==> src/rtl/tmr_slave_pkg.sv <==
package tmr_slave_pkg;

  localparam int unsigned MODE_W = 4;

  typedef enum logic [MODE_W-1:0] {
    SM_OFF       = 4'd0,
    SM_ENC_B     = 4'd1,
    SM_ENC_A     = 4'd2,
    SM_ENC_AB    = 4'd3,
    SM_RESET     = 4'd4,
    SM_GATED     = 4'd5,
    SM_TRIG      = 4'd6,
    SM_EXTCLK    = 4'd7,
    SM_RST_START = 4'd8
  } slave_mode_e;

  typedef struct packed {
    logic step;
    logic up;
    logic reinit;
    logic start;
  } tb_cmd_t;

  localparam tb_cmd_t CMD_IDLE = '{step: 1'b0, up: 1'b1, reinit: 1'b0, start: 1'b0};

endpackage

==> src/rtl/tmr_slave_sync.sv <==
module tmr_slave_sync #(
  parameter int unsigned WIDTH  = 1,
  parameter int unsigned STAGES = 2
) (
  input  logic             clk_i,
  input  logic             rst_ni,
  input  logic [WIDTH-1:0] d_i,
  output logic [WIDTH-1:0] lvl_o,
  output logic [WIDTH-1:0] prev_o
);
  // stages 0..STAGES-1 synchronize, last stage holds previous level
  localparam int unsigned DEPTH = STAGES + 1;

  logic [WIDTH-1:0] stg_q [DEPTH];

  always_ff @(posedge clk_i or negedge rst_ni) begin
    if (!rst_ni) begin
      for (int i = 0; i < DEPTH; i++) stg_q[i] <= '0;
    end else begin
      stg_q[0] <= d_i;
      for (int i = 1; i < DEPTH; i++) stg_q[i] <= stg_q[i-1];
    end
  end

  assign lvl_o  = stg_q[STAGES-1];
  assign prev_o = stg_q[STAGES];

endmodule

==> src/rtl/tmr_slave_trig.sv <==
module tmr_slave_trig #(
  parameter int unsigned NUM_ITR = 4,
  parameter int unsigned SEL_W   = 3
) (
  input  logic [NUM_ITR+2:0] lvl_i,
  input  logic [NUM_ITR+2:0] prev_i,
  input  logic [SEL_W-1:0]   sel_i,
  output logic               trig_lvl_o,
  output logic               trig_rise_o
);
  localparam int unsigned NUM_SRC = NUM_ITR + 4;
  localparam int unsigned PAD_W   = 2 ** SEL_W;
  localparam int unsigned IDX_A   = NUM_ITR;
  localparam int unsigned IDX_B   = NUM_ITR + 1;
  localparam int unsigned IDX_E   = NUM_ITR + 2;

  logic [NUM_SRC-1:0] src_lvl, src_rise;
  logic [PAD_W-1:0]   lvl_pad, rise_pad;
  logic               a_tog;

  for (genvar g = 0; g < NUM_ITR; g++) begin : g_itr
    assign src_lvl[g]  = lvl_i[g];
    assign src_rise[g] = lvl_i[g] & ~prev_i[g];
  end

  assign a_tog = lvl_i[IDX_A] ^ prev_i[IDX_A];

  // both-edge detector on A acts as level and edge alike
  assign src_lvl[NUM_ITR]    = a_tog;
  assign src_rise[NUM_ITR]   = a_tog;
  assign src_lvl[NUM_ITR+1]  = lvl_i[IDX_A];
  assign src_rise[NUM_ITR+1] = lvl_i[IDX_A] & ~prev_i[IDX_A];
  assign src_lvl[NUM_ITR+2]  = lvl_i[IDX_B];
  assign src_rise[NUM_ITR+2] = lvl_i[IDX_B] & ~prev_i[IDX_B];
  assign src_lvl[NUM_ITR+3]  = lvl_i[IDX_E];
  assign src_rise[NUM_ITR+3] = lvl_i[IDX_E] & ~prev_i[IDX_E];

  always_comb begin
    lvl_pad  = '0;
    rise_pad = '0;
    lvl_pad[NUM_SRC-1:0]  = src_lvl;
    rise_pad[NUM_SRC-1:0] = src_rise;
  end

  assign trig_lvl_o  = lvl_pad[sel_i];
  assign trig_rise_o = rise_pad[sel_i];

endmodule

==> src/rtl/tmr_slave_quad.sv <==
module tmr_slave_quad (
  input  logic a_i,
  input  logic a_prev_i,
  input  logic b_i,
  input  logic b_prev_i,
  input  logic use_a_i,
  input  logic use_b_i,
  output logic step_o,
  output logic up_o
);
  logic cnt_a, cnt_b;

  assign cnt_a = use_a_i & (a_i ^ a_prev_i);
  assign cnt_b = use_b_i & (b_i ^ b_prev_i);

  always_comb begin
    step_o = cnt_a ^ cnt_b;  // simultaneous edges are discarded
    up_o   = 1'b1;
    if (cnt_a && !cnt_b)      up_o = (a_i != b_i);
    else if (cnt_b && !cnt_a) up_o = (a_i == b_i);
  end

endmodule

==> src/rtl/tmr_slave_ctrl.sv <==
module tmr_slave_ctrl
  import tmr_slave_pkg::*;
#(
  parameter int unsigned NUM_ITR     = 4,
  parameter int unsigned SYNC_STAGES = 2,
  localparam int unsigned SEL_W      = $clog2(NUM_ITR + 4)
) (
  input  logic               clk_i,
  input  logic               rst_ni,
  input  logic [MODE_W-1:0]  mode_i,
  input  logic [SEL_W-1:0]   trig_sel_i,
  input  logic               cnt_run_i,
  input  logic [NUM_ITR-1:0] itrig_i,
  input  logic               enc_a_i,
  input  logic               enc_b_i,
  input  logic               ext_trig_i,
  output logic               cnt_step_o,
  output logic               cnt_up_o,
  output logic               cnt_reinit_o,
  output logic               cnt_start_o
);
  localparam int unsigned IN_W  = NUM_ITR + 3;
  localparam int unsigned IDX_A = NUM_ITR;
  localparam int unsigned IDX_B = NUM_ITR + 1;

  logic [IN_W-1:0] raw, lvl, prev;
  logic            trig_lvl, trig_rise;
  logic            use_a, use_b, q_step, q_up;
  slave_mode_e     mode;
  tb_cmd_t         nxt, cmd_q;

  assign raw  = {ext_trig_i, enc_b_i, enc_a_i, itrig_i};
  assign mode = slave_mode_e'(mode_i);

  tmr_slave_sync #(
    .WIDTH  (IN_W),
    .STAGES (SYNC_STAGES)
  ) i_sync (
    .clk_i  (clk_i),
    .rst_ni (rst_ni),
    .d_i    (raw),
    .lvl_o  (lvl),
    .prev_o (prev)
  );

  tmr_slave_trig #(
    .NUM_ITR (NUM_ITR),
    .SEL_W   (SEL_W)
  ) i_trig (
    .lvl_i       (lvl),
    .prev_i      (prev),
    .sel_i       (trig_sel_i),
    .trig_lvl_o  (trig_lvl),
    .trig_rise_o (trig_rise)
  );

  assign use_a = (mode == SM_ENC_A) || (mode == SM_ENC_AB);
  assign use_b = (mode == SM_ENC_B) || (mode == SM_ENC_AB);

  tmr_slave_quad i_quad (
    .a_i      (lvl[IDX_A]),
    .a_prev_i (prev[IDX_A]),
    .b_i      (lvl[IDX_B]),
    .b_prev_i (prev[IDX_B]),
    .use_a_i  (use_a),
    .use_b_i  (use_b),
    .step_o   (q_step),
    .up_o     (q_up)
  );

  always_comb begin
    nxt = CMD_IDLE;
    unique case (mode)
      SM_ENC_B, SM_ENC_A, SM_ENC_AB: begin
        nxt.step = cnt_run_i & q_step;
        nxt.up   = ~(cnt_run_i & q_step & ~q_up);
      end
      SM_RESET: begin
        nxt.step   = cnt_run_i;
        nxt.reinit = trig_rise;
      end
      SM_GATED:  nxt.step = cnt_run_i & trig_lvl;
      SM_TRIG: begin
        nxt.step  = cnt_run_i;
        nxt.start = trig_rise;
      end
      SM_EXTCLK: nxt.step = cnt_run_i & trig_rise;
      SM_RST_START: begin
        nxt.step   = cnt_run_i;
        nxt.reinit = trig_rise;
        nxt.start  = trig_rise;
      end
      default:   nxt.step = cnt_run_i;  // off and reserved codes
    endcase
  end

  always_ff @(posedge clk_i or negedge rst_ni) begin
    if (!rst_ni) cmd_q <= CMD_IDLE;
    else         cmd_q <= nxt;
  end

  assign cnt_step_o   = cmd_q.step;
  assign cnt_up_o     = cmd_q.up;
  assign cnt_reinit_o = cmd_q.reinit;
  assign cnt_start_o  = cmd_q.start;

endmodule

==> config.mk <==
export PLATFORM = sky130hd
export DESIGN_NAME = tmr_slave_ctrl
export DESIGN_NICKNAME = d
export VERILOG_FILES = /design/src/rtl/tmr_slave_pkg.sv /design/src/rtl/tmr_slave_sync.sv /design/src/rtl/tmr_slave_trig.sv /design/src/rtl/tmr_slave_quad.sv /design/src/rtl/tmr_slave_ctrl.sv
export SDC_FILE = /design/constraint.sdc
export NUM_CORES = 1
export LEC_CHECK = 0
export BUFFER_PORTS_ARGS = -buffer_cell sky130_fd_sc_hd__buf_2
export CAP_MARGIN = 25
export CORE_ASPECT_RATIO = 0.75
export CORE_MARGIN = 8
export CORE_UTILIZATION = 35
export CTS_BUF_LIST = sky130_fd_sc_hd__clkbuf_8
export CTS_CLUSTER_DIAMETER = 80
export CTS_CLUSTER_SIZE = 24
export DETAILED_ROUTE_END_ITERATION = 8
export PLACE_DENSITY = 0.6
export SYNTH_ARGS = -nofsm -noshare
export SYNTH_HDL_FRONTEND = slang
export SYNTH_SLANG_ARGS = --single-unit
==> constraint.sdc <==
create_clock -name clk_i -period 1.9 [get_ports clk_i]
set_clock_uncertainty 0.15 [all_clocks]
set_input_delay 0.285 -clock clk_i [delete_from_list [all_inputs] [get_ports clk_i]]
set_output_delay 0.285 -clock clk_i [all_outputs]
set_load 0.05 [all_outputs]
==> flow_summary.ini <==
[worst_setup_path]
max_stage_delay_ns = 0.42
path_cells = ha_4 -> inv_1 -> nand3_2 -> inv_2 -> ha_2 -> nor3b_2 -> a21oi_1 -> or4_1
r2r_slack_ns = -0.02
critical_path_required_ns = 1.94
rr_startpoint = i_sync.lvl_o[4]$_DFF_PN0_
rr_endpoint = cnt_up_o$_DFF_PN1_
worst_r2r_path_depth = 8
crit_path_start_kind = register
end_kind = register
cp_slowest_cell = dfrtp_1
arrival_ns = 1.96
crit_type = register to register
critPathMaxFanout = 2

[route]
drt_pass1_iterations = 4
wl_per_cell_um = 13.0
drt-initial-drc-count = 7
dr_total_vias = 650
drt-total-wl_um = 1820
routed_via_density = 4.64
drtAntennaViolNets = 0
drc_errors = 0

[cts]
numClockSinks = 25
post-cts-setup-buffers = 0
cts_buffer_depth = 2
htree_levels = 1
clockRootBuffer = clkbuf_8
cts_buffers = 3
cts_tree = built
clk_pin_slew_ns = 0.09
clock_latency_ns = 0.27

[min_path]
min_path_cells = 2
hp-start = mode_i[0]
min_path_type = input port to register
whs_endpoint = cnt_start_o$_DFF_PN0_

[placement]
dp_hpwl_um = 1370
dp.cells = 128
numPortBuffers = 20
place_congestion = 0.732
post-place-ws_ns = -0.0693
postPlaceCellArea_mm2 = 0.00115

[synth]
synth_top_area_cell = dfrtp_1
synth_nets = 90
syn_area_um2 = 978
ys_seq_area_frac = 0.641
synthTopCellsByArea = dfrtp_1 (61%), ha_1 (5.1%), mux4_2 (4.6%)
yosysWarningCount = 0
synth_seq_cells = 25
syn_inst = 69
synth.distinct_cells = 25
synth.avg_cell_area_um2 = 14.2
synth_top_area_frac = 0.614

[floorplan]
num_rows = 16
io_pins = 21
dieHeight_um = 61.8
core_mm2 = 0.00264
start_util = 0.370
die_w_um = 77.1
dieArea_mm2 = 0.00476

[global_routing]
track_usage = 0.0869
grt_pass1_vias = 728
grt_max_degree = 26
overflow = 0
antenna_found_initial = 0
grt_first_pass_wirelength_um = 3250

[power]
leakage_nw = 0.608
p_total_mw = 1.02
power_density_mw_per_mm2 = 771
ir_worst_vdd_v = 0.000473

[timing]
maxSlewHeadroom = 0.645
min_period_over_period = 1.01
worstMarginPinSlew_ns = 0.533
slew_violations = 0
grt_setup_unrepaired = yes
final_hold_viol_count = 0
min_period_ns = 1.92
fmax_mhz = 520
setup_tns_ns = -0.0242
worst_slack_ns = -0.0242
setup_violations = 1
fin_hold_ws_ns = 0.0817

[cells_and_area]
fin_area_mm2 = 0.00133
antenna_cells = 0
layout_commonest_cell = dfrtp_1
drive_above_1_share = 0.385
area_growth_pct = 35.5
fin_nets = 126
finalNonFillerCells = 140
final_cell_mix = dfrtp_1 (24), buf_2 (20), dlygate4sd3_1 (8)
fin_util = 0.502

[run_status]
violations = setup timing
status = finished with violations

[run]
drv_cap = 0
-- cell type report --
cell class	instances	area (um2)
clock buffer	3	41.3
inverter	6	22.5
fill	245	1320
clock inverter	1	8.76
multi-input combinational	38	379
sequential	25	627
timing repair buffer	31	203
tap	36	45.0
-- synthesized netlist by cell type --
cell / count
a2111oi_0: 1
a21oi_1: 3
a31oi_1: 1
and2b_2: 1
and3_2: 1
dfrtp_1: 24
dfstp_2: 1
ha_1: 4
inv_1: 6
mux2i_1: 2
mux4_1: 1
mux4_2: 2
nand2_1: 2
nand3_1: 1
nand3b_1: 1
nor2_1: 2
nor2b_1: 5
nor3_1: 2
nor3b_1: 2
o2bb2ai_1: 1
o41ai_1: 1
or2_1: 1
or2b_2: 1
or4_1: 1
xnor2_1: 2
-- report_power, final --
group	internal, mW	switching, mW
Sequential	0.557	0.0101
Combinational	0.0660	0.0670
Clock	0.153	0.169
-- state kept, by name, summed over array words and instances (netlist names) --
name	flops
i_sync.prev_o	7
cnt_step_o	1
i_sync.stg_q	7
cnt_reinit_o	1
cnt_start_o	1
i_sync.lvl_o	7
cnt_up_o	1
-- cell families after synthesis --
family,share of synthesized area
AND/OR/NAND/NOR,0.125
buffers and inverters,0.0230
XOR/XNOR,0.0179
multiplexers,0.0934
adder cells (fa/ha/maj),0.0512
AO/OA/AOI/OAI,0.0486
flip-flops,0.641
-- critical path, delay by kind of cell, from the launching register on --
family                     cells  cell delay (ns)
and+or+nand+nor                3             0.66
adders and majority gates      2             0.46
DFF                            1             0.42
buffers and inverters          2             0.09
AOI/OAI and AO/OA              1             0.05
-- per-layer routing --
layer,vias to the layer above,GRT usage,wire (um)
met4,0,0.0214,12
li1,311,-,-
met3,2,0.0417,150
met5,-,0,0
met1,312,0.0946,819
met2,25,0.153,838
-- worst max-delay path by stage --
| stage | start | endpoint | slack, ns | cells past startpoint |
|---|---|---|---|---|
| after global routing | i_sync.lvl_o[4]$_DFF_PN0_ | cnt_up_o$_DFF_PN1_ | -0.13 | 8 |
| after global placement | i_sync.lvl_o[4]$_DFF_PN0_ | cnt_up_o$_DFF_PN1_ | 0.006 | 8 |
| after CTS | i_sync.lvl_o[4]$_DFF_PN0_ | cnt_up_o$_DFF_PN1_ | -0.05 | 5 |
| after detailed placement | i_sync.lvl_o[4]$_DFF_PN0_ | cnt_up_o$_DFF_PN1_ | -0.07 | 8 |
| final | i_sync.lvl_o[4]$_DFF_PN0_ | cnt_up_o$_DFF_PN1_ | -0.02 | 8 |
| after floorplan | i_sync.lvl_o[4]$_DFF_PN0_ | cnt_up_o$_DFF_PN1_ | 0.007 | 8 |
-- timing repair --
item | 4_1_cts | 5_1_grt
endpoints found under the hold margin | 31 | 0
setup endpoints to repair | 1 | 4
pin swaps | 1 | 2
hold buffers | 8 | 0
resized for setup | 3 | 5
No activity file was read; power rests on OpenSTA's default activity.
